**config.mk**
```make
export PLATFORM = sky130hd
export DESIGN_NAME = mcyc_ctrl_unit
export DESIGN_NICKNAME = d
export VERILOG_FILES = /design/src/rtl/mcyc_ctrl_pkg.sv /design/src/rtl/mcyc_state_reg.sv /design/src/rtl/mcyc_next_state.sv /design/src/rtl/mcyc_ctrl_decode.sv /design/src/rtl/mcyc_ctrl_unit.sv
export SDC_FILE = /design/constraint.sdc
export NUM_CORES = 1
export LEC_CHECK = 0
export BUFFER_PORTS_ARGS = -buffer_cell sky130_fd_sc_hd__buf_4
export CORE_AREA = 2 2 39 41
export CTS_BUF_LIST = sky130_fd_sc_hd__clkbuf_16
export DETAILED_ROUTE_END_ITERATION = 6
export DIE_AREA = 0 0 41 43
export GPL_TIMING_DRIVEN = 0
export PLACE_DENSITY = 0.67
export SLEW_MARGIN = 10
export SYNTH_ARGS = -nofsm -noshare
export SYNTH_HDL_FRONTEND = slang
export SYNTH_SLANG_ARGS = --single-unit
```
**constraint.sdc**
```tcl
create_clock -name clk -period 3.4 [get_ports clk]
set_input_delay 0 -clock clk [delete_from_list [all_inputs] [get_ports clk]]
set_output_delay 0 -clock clk [all_outputs]
set_load 0.03 [all_outputs]
```
**src/rtl/mcyc_ctrl_pkg.sv**
```systemverilog
package mcyc_ctrl_pkg;

   localparam int unsigned ST_BITS = 4;

   typedef enum logic [ST_BITS-1:0] {
      ST_FETCH  = 4'd0,
      ST_DECODE = 4'd1,
      ST_MADDR  = 4'd2,
      ST_LDRD   = 4'd3,
      ST_LDWB   = 4'd4,
      ST_STWR   = 4'd5,
      ST_ALUEX  = 4'd6,
      ST_ALUWB  = 4'd7,
      ST_BRCMP  = 4'd8,
      ST_JMP    = 4'd9,
      ST_JREG   = 4'd10
   } mc_state_e;

   // next-PC source select
   localparam logic [1:0] PCS_ALU   = 2'b00;
   localparam logic [1:0] PCS_ALUQ  = 2'b01;
   localparam logic [1:0] PCS_JTGT  = 2'b10;
   localparam logic [1:0] PCS_RSRC  = 2'b11;

   // ALU operation class
   localparam logic [1:0] AOP_ADD   = 2'b00;
   localparam logic [1:0] AOP_SUB   = 2'b01;
   localparam logic [1:0] AOP_FUNC  = 2'b10;

   // ALU operand B select
   localparam logic [1:0] BSEL_REG  = 2'b00;
   localparam logic [1:0] BSEL_FOUR = 2'b01;
   localparam logic [1:0] BSEL_IMM  = 2'b10;
   localparam logic [1:0] BSEL_IMMS = 2'b11;

   typedef struct packed {
      logic       pc_wr;
      logic       pc_wr_cond;
      logic       addr_sel;
      logic       mem_rd;
      logic       mem_wr;
      logic       wb_sel;
      logic       ir_wr;
      logic [1:0] pc_src;
      logic [1:0] alu_op;
      logic       alu_a_sel;
      logic [1:0] alu_b_sel;
      logic       rf_wr;
      logic       rf_dst_sel;
   } mc_ctrl_t;

endpackage

```
**src/rtl/mcyc_state_reg.sv**
```systemverilog
module mcyc_state_reg
   import mcyc_ctrl_pkg::*;
(
   input  logic      clk,
   input  logic      rst,
   input  mc_state_e nxt,
   output mc_state_e cur
);

   always_ff @(posedge clk) begin
      if (rst) cur <= ST_FETCH;
      else     cur <= nxt;
   end

endmodule

```
**src/rtl/mcyc_next_state.sv**
```systemverilog
module mcyc_next_state
   import mcyc_ctrl_pkg::*;
#(
   parameter int unsigned OP_W       = 6,
   parameter int unsigned FN_W       = 6,
   parameter int unsigned OP_RTYPE   = 0,
   parameter int unsigned OP_LOAD    = 35,
   parameter int unsigned OP_STORE   = 43,
   parameter int unsigned OP_BEQ     = 4,
   parameter int unsigned OP_JUMP    = 2,
   parameter int unsigned FN_JREG    = 8,
   parameter bit          JR_SUPPORT = 1'b1
)(
   input  mc_state_e       cur,
   input  logic [OP_W-1:0] opcode,
   input  logic [FN_W-1:0] funct,
   output mc_state_e       nxt
);

   localparam logic [OP_W-1:0] C_RTYPE = OP_W'(OP_RTYPE);
   localparam logic [OP_W-1:0] C_LOAD  = OP_W'(OP_LOAD);
   localparam logic [OP_W-1:0] C_STORE = OP_W'(OP_STORE);
   localparam logic [OP_W-1:0] C_BEQ   = OP_W'(OP_BEQ);
   localparam logic [OP_W-1:0] C_JUMP  = OP_W'(OP_JUMP);

   logic is_jreg_fn;
   logic is_mem_op;

   generate
      if (JR_SUPPORT) begin : g_jr_on
         assign is_jreg_fn = (funct == FN_W'(FN_JREG));
      end else begin : g_jr_off
         logic unused_fn;
         assign unused_fn  = ^funct;
         assign is_jreg_fn = 1'b0 & unused_fn;
      end
   endgenerate

   assign is_mem_op = (opcode == C_LOAD) || (opcode == C_STORE);

   always_comb begin
      nxt = ST_FETCH;
      unique case (cur)
         ST_FETCH:  nxt = ST_DECODE;
         ST_DECODE: begin
            if (is_mem_op)              nxt = ST_MADDR;
            else if (opcode == C_RTYPE) nxt = is_jreg_fn ? ST_JREG : ST_ALUEX;
            else if (opcode == C_BEQ)   nxt = ST_BRCMP;
            else if (opcode == C_JUMP)  nxt = ST_JMP;
            else                        nxt = ST_FETCH;
         end
         ST_MADDR:  nxt = (opcode == C_LOAD) ? ST_LDRD : ST_STWR;
         ST_LDRD:   nxt = ST_LDWB;
         ST_ALUEX:  nxt = ST_ALUWB;
         ST_LDWB,
         ST_STWR,
         ST_ALUWB,
         ST_BRCMP,
         ST_JMP,
         ST_JREG:   nxt = ST_FETCH;
         default:   nxt = ST_FETCH;
      endcase
   end

endmodule

```
**src/rtl/mcyc_ctrl_decode.sv**
```systemverilog
module mcyc_ctrl_decode
   import mcyc_ctrl_pkg::*;
(
   input  mc_state_e cur,
   output mc_ctrl_t  ctrl
);

   always_comb begin
      ctrl = '0;
      unique case (cur)
         ST_FETCH: begin
            ctrl.mem_rd    = 1'b1;
            ctrl.ir_wr     = 1'b1;
            ctrl.pc_wr     = 1'b1;
            ctrl.addr_sel  = 1'b0;
            ctrl.alu_a_sel = 1'b0;
            ctrl.alu_b_sel = BSEL_FOUR;
            ctrl.alu_op    = AOP_ADD;
            ctrl.pc_src    = PCS_ALU;
         end
         ST_DECODE: begin
            ctrl.alu_a_sel = 1'b0;
            ctrl.alu_b_sel = BSEL_IMMS;
            ctrl.alu_op    = AOP_ADD;
         end
         ST_MADDR: begin
            ctrl.alu_a_sel = 1'b1;
            ctrl.alu_b_sel = BSEL_IMM;
            ctrl.alu_op    = AOP_ADD;
         end
         ST_LDRD: begin
            ctrl.mem_rd   = 1'b1;
            ctrl.addr_sel = 1'b1;
         end
         ST_LDWB: begin
            ctrl.rf_wr      = 1'b1;
            ctrl.wb_sel     = 1'b1;
            ctrl.rf_dst_sel = 1'b0;
         end
         ST_STWR: begin
            ctrl.mem_wr   = 1'b1;
            ctrl.addr_sel = 1'b1;
         end
         ST_ALUEX: begin
            ctrl.alu_a_sel = 1'b1;
            ctrl.alu_b_sel = BSEL_REG;
            ctrl.alu_op    = AOP_FUNC;
         end
         ST_ALUWB: begin
            ctrl.rf_wr      = 1'b1;
            ctrl.rf_dst_sel = 1'b1;
            ctrl.wb_sel     = 1'b0;
         end
         ST_BRCMP: begin
            ctrl.alu_a_sel  = 1'b1;
            ctrl.alu_b_sel  = BSEL_REG;
            ctrl.alu_op     = AOP_SUB;
            ctrl.pc_wr_cond = 1'b1;
            ctrl.pc_src     = PCS_ALUQ;
         end
         ST_JMP: begin
            ctrl.pc_wr  = 1'b1;
            ctrl.pc_src = PCS_JTGT;
         end
         ST_JREG: begin
            ctrl.pc_wr  = 1'b1;
            ctrl.pc_src = PCS_RSRC;
         end
         default: ctrl = '0;
      endcase
   end

endmodule

```
**src/rtl/mcyc_ctrl_unit.sv**
```systemverilog
module mcyc_ctrl_unit
   import mcyc_ctrl_pkg::*;
#(
   parameter int unsigned OP_W       = 6,
   parameter int unsigned FN_W       = 6,
   parameter int unsigned OP_RTYPE   = 0,
   parameter int unsigned OP_LOAD    = 35,
   parameter int unsigned OP_STORE   = 43,
   parameter int unsigned OP_BEQ     = 4,
   parameter int unsigned OP_JUMP    = 2,
   parameter int unsigned FN_JREG    = 8,
   parameter bit          JR_SUPPORT = 1'b1
)(
   input  logic            clk,
   input  logic            rst,
   input  logic [OP_W-1:0] opcode,
   input  logic [FN_W-1:0] funct,
   output logic            pc_wr,
   output logic            pc_wr_cond,
   output logic            addr_sel,
   output logic            mem_rd,
   output logic            mem_wr,
   output logic            wb_sel,
   output logic            ir_wr,
   output logic [1:0]      pc_src,
   output logic [1:0]      alu_op,
   output logic            alu_a_sel,
   output logic [1:0]      alu_b_sel,
   output logic            rf_wr,
   output logic            rf_dst_sel
);

   localparam longint unsigned OP_SPAN = 64'd1 << OP_W;
   localparam longint unsigned FN_SPAN = 64'd1 << FN_W;

   // elaboration-time parameter checks
   generate
      if (OP_W < 1 || OP_W > 16) begin : g_bad_opw
         $error("mcyc_ctrl_unit: OP_W out of range");
      end
      if (FN_W < 1 || FN_W > 16) begin : g_bad_fnw
         $error("mcyc_ctrl_unit: FN_W out of range");
      end
      if (OP_RTYPE >= OP_SPAN || OP_LOAD >= OP_SPAN || OP_STORE >= OP_SPAN ||
          OP_BEQ >= OP_SPAN || OP_JUMP >= OP_SPAN) begin : g_bad_opval
         $error("mcyc_ctrl_unit: opcode value does not fit OP_W");
      end
      if (JR_SUPPORT && FN_JREG >= FN_SPAN) begin : g_bad_fnval
         $error("mcyc_ctrl_unit: FN_JREG does not fit FN_W");
      end
      if (OP_LOAD == OP_STORE || OP_RTYPE == OP_BEQ || OP_RTYPE == OP_JUMP ||
          OP_BEQ == OP_JUMP) begin : g_bad_dup
         $error("mcyc_ctrl_unit: opcode values collide");
      end
   endgenerate

   mc_state_e cur_st;
   mc_state_e nxt_st;
   mc_ctrl_t  ctrl;

   mcyc_state_reg u_state (
      .clk (clk),
      .rst (rst),
      .nxt (nxt_st),
      .cur (cur_st)
   );

   mcyc_next_state #(
      .OP_W       (OP_W),
      .FN_W       (FN_W),
      .OP_RTYPE   (OP_RTYPE),
      .OP_LOAD    (OP_LOAD),
      .OP_STORE   (OP_STORE),
      .OP_BEQ     (OP_BEQ),
      .OP_JUMP    (OP_JUMP),
      .FN_JREG    (FN_JREG),
      .JR_SUPPORT (JR_SUPPORT)
   ) u_next (
      .cur    (cur_st),
      .opcode (opcode),
      .funct  (funct),
      .nxt    (nxt_st)
   );

   mcyc_ctrl_decode u_dec (
      .cur  (cur_st),
      .ctrl (ctrl)
   );

   assign pc_wr      = ctrl.pc_wr;
   assign pc_wr_cond = ctrl.pc_wr_cond;
   assign addr_sel   = ctrl.addr_sel;
   assign mem_rd     = ctrl.mem_rd;
   assign mem_wr     = ctrl.mem_wr;
   assign wb_sel     = ctrl.wb_sel;
   assign ir_wr      = ctrl.ir_wr;
   assign pc_src     = ctrl.pc_src;
   assign alu_op     = ctrl.alu_op;
   assign alu_a_sel  = ctrl.alu_a_sel;
   assign alu_b_sel  = ctrl.alu_b_sel;
   assign rf_wr      = ctrl.rf_wr;
   assign rf_dst_sel = ctrl.rf_dst_sel;

endmodule

```
* After elaboration in Yosys (flattened, before gate mapping)
Index checks and enable logic that the tools add are counted.
** Word-level totals
- Register bits :: 4
- Input bits :: 14
- Output and inout port bits :: 16
- Logic and storage cells :: 39
** Cells by class
- Equality and inequality tests :: 15
- Mux-type cells :: 17
- Reduce and logical (&&, ||, !) cells :: 6
** Operators with widths (number)
- $pmux 5 s5 :: 1
- $mux 4 :: 5
- $pmux 4 s5 :: 1
- $eq 4x3->1 const B :: 4
- $eq 4x4->1 const B :: 3
- $eq 6x6->1 const B :: 2
- $eq 4x2->1 const B :: 2
- $mux 1 :: 7
- $eq 6x2->1 const B :: 1
- $eq 6x3->1 const B :: 1
- $eq 6x4->1 const B :: 1
- $logic_not 6->1 :: 1
- $pmux 2 s3 :: 1
- $eq 4x1->1 const B :: 1
- $logic_not 4->1 :: 1
- $pmux 2 s2 :: 1
- $reduce_or 2->1 :: 2
- $mux 3 :: 1
- $reduce_or 3->1 :: 1
- $logic_or 1x1->1 :: 1

* Depth between registers and ports, before layout
Gate-level depths: netlist of the first run.
- Depth after elaboration :: 6
- Depth in mapped cells :: 6
- Depth with buffers taken out :: 4

* Modules after synthesis
A second synthesis of the first run with hierarchy kept.
** Second synthesis, totals
- Cell total of the unflattened synthesis :: 61
- Area total of the unflattened synthesis :: 451.7 µm²
** Modules (own cells, without submodules)
- mcyc_ctrl_decode :: times used 1, cells each 28, area an instance 192.7 µm², seq. area each 0.0 µm²
- mcyc_next_state :: times used 1, cells each 25, area an instance 153.9 µm², seq. area each 0.0 µm²
- mcyc_state_reg :: times used 1, cells each 8, area an instance 105.1 µm², seq. area each 80.1 µm²

* Least setup slack after synthesis of the first run
Ideal clock, no wire load.
- Kind :: flip-flop to output port
- From :: register u_state.cur[2]
- To :: output port pc_wr
- Arrival time :: 1.862 ns
- Setup slack :: 1.538 ns
- Stages on the path, launching flop included :: 6
- Path buffers :: 2
- Cells stage by stage :: dfxtp_1 -> buf_2 -> or2_1 -> clkbuf_1 -> nor3_1 -> or2_1
** Between the ends
- Word-level cells in the longest chain between the ends :: 3
- Elaborated cells between the ends (all ways) :: 5
- Classes of those cells :: eq/ne: 2; mux: 1; reduce/logical: 2
** Ends and longest elaborated chain
- start: declaration :: RTL line mcyc_state_reg.sv:7 : output mc_state_e cur
- start signal: assignment :: RTL line mcyc_state_reg.sv:12 : else cur <= nxt;
- $eq 4x4->1 / $logic_not 4->1 (equally long branches) :: RTL line mcyc_ctrl_decode.sv:10 : unique case (cur)
- $reduce_or 3->1 (no line) *
- $mux 1 * :: RTL line mcyc_ctrl_decode.sv:10
- end: declaration :: RTL line mcyc_ctrl_unit.sv:18 : output logic pc_wr,
Mark *: on every way between the ends. The rest lies on a longest branch, timed or not.

* Worst setup path in the final report of the first run
- From :: register u_state.cur[1]
- To :: output port pc_wr
Same word-level chain as after synthesis.

==> metrics, run 1 <==
Place WS 1990 ps; Max FO, Critical Path 10; DRC violations left 0; top-area cell type share of the netlist area 20.6%; TritonCTS buffer count 3; hold path endpoint u_state.cur[3]; dpl hpwl roughly 940 um; slowest stage delay, CP 310 ps; port bufs 29; startpoint types flip-flop; min-delay src rst; Tcrit/Tclk final between 40% and 50%; Die Ht around 43 um; Synth cell types 27; Ports 30; total number of vias 525; post-route non-filler standard cell count approximately 110; Post-synth EDFFs 0; Peak VDD IR 329 uV; TritonCTS clock tree yes; status completed; Max-slew headroom 73.9%; Via density roughly 5; Worst-path clk slew 30 ps; row count 14; Cells after DPL 105; H-tree levels 1; Synth Warn # 0; Global Route Usage Sum 14.5%; Hold Crit Class input port to flip-flop; syn nets 74; die area 1760 um2; Post-DRT Antenna Nets 0; worst-margin pin slew 392 ps; register-to-register setup slack approximately 2000 ps; slowest CP cell dfxtp_1; share of cells above drive strength 1 a little under two fifths; Initial Util 28.1%; Slew Limit Fails 0; ANT cells 0; post-cts sizing count 0; Die X 41 um; largest registers u_state.cur (4); Power Total 279 uW; Cells on Worst Hold Path 4; RSZ-0062 raised after global routing false; final hold viol count 0; Worst Skew 2.15 ps; setup violators final 0; Yosys top cell by area dfxtp_1; minimum clock period roughly 1600 ps; Syn Std Cell Area 389 um2; NumNets Final 108; global route total overflow 0; Post-CTS Setup Inserts 0; final worst setup slack between 1500 and 2000 ps; Area growth syn-to-layout 80.4%; Hold-fix buffers, CTS 0; pwr dens 397 nW/um2; most numerous cell in the Yosys netlist nor2_1; DRT Pass-1 Iters 4; post-synthesis cell count 60; FF-to-FF Start u_state.cur[2]; Clock Path Buffers 2; WP data required roughly 3400 ps; Sink Count 4; DRT iter0 DRCs 11; Wirelength per Cell about 11 um; Fmax 621 MHz; top post-synthesis cells by count nor2_1 (15), nor3_1 (6), nand2b_1 (5), a21oi_1 (4), dfxtp_1 (4); core area ~1400 um2; sequence of cells on the critical path buf_2, nand2b_1, and2_1, nor2_1, or2_1, buf_4; CP arrival 1610 ps; Syn Area/Cell about 6.5 um2; initial antenna violation count 0; first-pass GRT wire length 1.77 mm; vias in the first global route 453; reg2reg path depth 6; Top reg by flops u_state.cur; Pleak roughly 0.32 nW; worst skew pair latency 220 ps; crit path kind flip-flop to primary output; Async SR Flop Fraction 0%; flop and latch count out of synthesis 4; root buffer cell clkbuf_16; RR Endpoint u_state.cur[0]; crit path capture type primary output; final WL 1.17 mm; max-cap violations 0; largest net degree at the start of global routing 11; synth top area cells dfxtp_1 (21%), nor2_1 (14%), nand2b_1 (8.0%); Fin Setup TNS 0 ps; sequential fraction of the synthesis area 20.6%; GP Congestion between 0.7 and 0.8; max FFs per register 4; prevailing post-synth register cell dfxtp_1
## critical path, delay by kind of cell, from the launching register on
| kind | cells | cell delay (ps) |
|---|---|---|
| buffers and inverters | 2 | 370 |
| AND/OR/NAND/NOR | 4 | 700 |
| flip-flops | 1 | 310 |
## cells in the final DEF (no fill, tap or decap), drive strengths merged
| cell type | count |
|---|---|
| a21oi | 4 |
| or4 | 1 |
| a22oi | 1 |
| o21ai | 1 |
| nand2b | 5 |
| nor3 | 7 |
| clkbuf | 4 |
| nor3b | 1 |
| xnor2 | 1 |
| nor2 | 15 |
| nand2 | 3 |
| and3 | 1 |
| buf | 32 |
| nor4 | 1 |
| o311a | 1 |
| or2 | 2 |
| dfxtp | 4 |
| nand3 | 1 |
| or4b | 1 |
| nand3b | 1 |
| a211o | 1 |
| a211oi | 1 |
| and2 | 1 |
| o21a | 1 |
| o22a | 1 |
## cells by family (layout without fill, tap and decap cells)
kind of cell	Yosys count	in the layout	synth area share [%]
compound gates	11	11	19.3
buf+inv	4	36	4.50
simple gates	40	40	53.4
flops	4	4	20.6
xor+xnor	1	1	2.25
## metal layers
layer  global-route usage [%]  part of all wire [%]  up-vias
li1                         -                     -      277
met1                     16.7                    42      222
met2                     24.1                    48       26
met3                     4.71                    10        0
met4                     4.00                     0        0
met5                        0                     0        -
## per-stage QoR
step / cell area (um2) / util (%) / hold slack [ps]
after floorplan: 389 / - / 147
after global placement: 627 / 45.3 / 254
after detailed placement: 627 / 45.3 / 257
after CTS: 702 / 50.7 / 31.8
after global routing: 702 / 50.7 / 33.7
final: 702 / 50.7 / 33.2
## area by class of cell
cell class / count / area (um2)
Clock buffer: 3 / 75.1
Buffer: 4 / 17.5
Sequential cell: 4 / 80.1
Tap cell: 16 / 20.0
Timing Repair Buffer: 29 / 218
Fill cell: 144 / 682
Multi-Input combinational cell: 52 / 292
## worst max path at each step
stage / endpoint / start / slack, ps
floorplan: pc_wr / u_state.cur[2] / 1540
global placement: u_state.cur[0] / u_state.cur[2] / 2000
detailed placement: u_state.cur[0] / u_state.cur[2] / 1990
CTS: pc_wr / u_state.cur[1] / 1770
global route: pc_wr / u_state.cur[1] / 1700
finish: pc_wr / u_state.cur[1] / 1790
## where the power goes
part / internal (mW) / total [mW] / switching, mW
logic: 0.0223 / 0.0486 / 0.0263
registers: 0.0485 / 0.0496 / 0.00108
clock network: 0.150 / 0.181 / 0.0308
total: 0.221 / 0.279 / 0.0581
(Power assumes the default switching activity.)
==> run 2, diff against run 1 <==
clock period = 1.5 ns   (was 3.4 ns; I/O delays follow)
==> run 2 against run 1 <==
Effect of this change: critical path depth unchanged; register-to-register slack worse by 1800 ps; largest cell class unchanged; critical path type unchanged; utilization up 4.1 points; worst hold slack lost 11 ps; sequential share of layout area decreased by 0.68 points; via count rose by 2.5%; largest power group unchanged; clock power up 130%; worst setup slack worse by 1700 ps; final cell count is 1.9% higher; first-iteration DRC count shrank 27%; total power increased by 140%.
==> metrics, run 2 (synthesized netlist as in run 1, its figures left out) <==
commonest non-fill, non-tap cells in the layout buf_4 (32), nor2_1 (14), nor3_1 (5) (was buf_4 (29), nor2_1 (15), nor3_1 (6)); Worst-path clk slew 30 ps (about the same); worst skew pair latency 230 ps (was 220 ps); Hold-fix buffers, CTS 0 (unchanged); status completed (unchanged); Die Ht 43 um (unchanged); share of cells above drive strength 1 48.9% (was 38.0%); Slew Limit Fails 0 (unchanged); crit path kind flip-flop to primary output (unchanged); core area 1380 um2 (unchanged); Sink Count 4 (unchanged); initial antenna violation count 0 (unchanged); Peak VDD IR 934 uV (was 329 uV); post-route non-filler standard cell count 110 (was 108); startpoint types flip-flop (unchanged); H-tree levels 1 (unchanged); NumNets Final 110 (was 108); crit path capture type primary output (unchanged); dpl hpwl 936 um (was 945 um); Clock Path Buffers 2 (unchanged); die area 1760 um2 (unchanged); Pleak 0.350 nW (was 0.323 nW); Tcrit/Tclk final 95.2%; largest net degree at the start of global routing 11 (unchanged); CP arrival 1430 ps (was 1610 ps); post-layout util 54.8% (was 50.7%); Fin Setup TNS 0 ps (unchanged); WP data required 1500 ps (was 3400 ps); Global Route Usage Sum 14.6% (was 14.5%); Max FO, Critical Path 6 (was 10); TritonCTS buffer count 3 (unchanged); design area 758 um2 (was 702 um2); Wirelength per Cell 11.3 um (was 10.8 um); Fmax roughly 700 MHz; global route total overflow 0 (unchanged); first-pass GRT wire length 1.73 mm (was 1.77 mm); DRT iter0 DRCs 8 (was 11); ANT cells 0 (unchanged); total number of vias 538 (was 525); worst-margin pin slew 305 ps (was 392 ps); Via density 4.89 (was 4.86); vias in the first global route 421 (was 453); Hold Crit Class input port to flip-flop (unchanged); Die X 41 um (unchanged); Max-slew headroom 79.4% (was 73.9%); Area growth syn-to-layout 94.9% (was 80.4%); RSZ-0062 raised after global routing false (unchanged); Ports 30 (unchanged); port bufs 29 (unchanged); DRT Pass-1 Iters 4 (unchanged); final hold viol count 0 (unchanged); row count 14 (unchanged); root buffer cell clkbuf_16 (unchanged); final WL 1.24 mm (was 1.17 mm); most common cell after layout, fill and taps aside buf_4 (unchanged); Post-DRT Antenna Nets 0 (unchanged); Top reg by flops u_state.cur (unchanged); GP Congestion 0.724 (was 0.796); largest registers u_state.cur (4) (unchanged); setup violators final 0 (unchanged); Cells after DPL 105 (unchanged); minimum clock period around 1400 ps; TritonCTS clock tree yes (unchanged); max-cap violations 0 (unchanged); Worst Skew 1.20 ps (was 2.15 ps); placed inst area 641 um2 (was 627 um2); DRC violations left 0 (unchanged); Initial Util 28.1% (unchanged); max FFs per register 4 (unchanged); pwr dens 867 nW/um2 (was 397 nW/um2)
[run 2: critical path: stages, from the launching register on]
cell	delay, ps
dfxtp_1	350
buf_6	140
nand2b_4	160
and2_4	150
nor2_2	30
or2_1	200
buf_4	170
[run 2: report_power, final]
| group | switching, mW | internal, mW | leakage, nW |
|---|---|---|---|
| Clock | 0.0839 | 0.341 | 0.0370 |
| Sequential | 0.00463 | 0.110 | 0.0327 |
| Combinational | 0.0599 | 0.0574 | 0.280 |
| Total | 0.148 | 0.509 | 0.350 |
[run 2: path summary, 6_finish.rpt]
kind                            slack, ps  cells past startpoint           start              to
worst max-delay path                   70                      6  u_state.cur[1]           pc_wr
worst min-delay path                   20                      4             rst  u_state.cur[3]
worst max register to register        210                      5  u_state.cur[2]  u_state.cur[0]
worst min register to register        630                      4  u_state.cur[0]  u_state.cur[3]
[run 2: cell type report]
type                       instances  area [um2]
buffer                             3        21.3
clock buffer                       3        75.1
fill                             143         626
multi-input combinational         52         320
sequential                         4        81.3
tap                               16        20.0
timing repair buffer              32         240
[run 2: per-layer routing]
layer  track usage [%]  share of wire, %  vias to the layer above
li1                  -                 -                      282
met4              8.00               2.0                        0
met3              3.14               9.8                        2
met1              15.8                40                      223
met2              24.4                48                       31
met5                 0                 0                        -
[run 2: metrics by stage]
stage / power [mW] / hold WS [ps] / setup WS, ps
3_5_place_dp: 0.227 / 253 / 44.7
2_1_floorplan: 0.174 / 147 / 38.9
4_1_cts: 0.657 / 18.9 / 2.24
5_1_grt: 0.679 / 40.1 / 17.9
3_3_place_gp: 0.226 / 254 / 64.8
6_report: 0.657 / 21.8 / 72.3
[run 2: what timing repair did]
| action | CTS | global route |
|---|---|---|
| setup buffers | 0 | 3 |
| setup endpoints to repair | 1 | 3 |
| resized for setup | 5 | 4 |
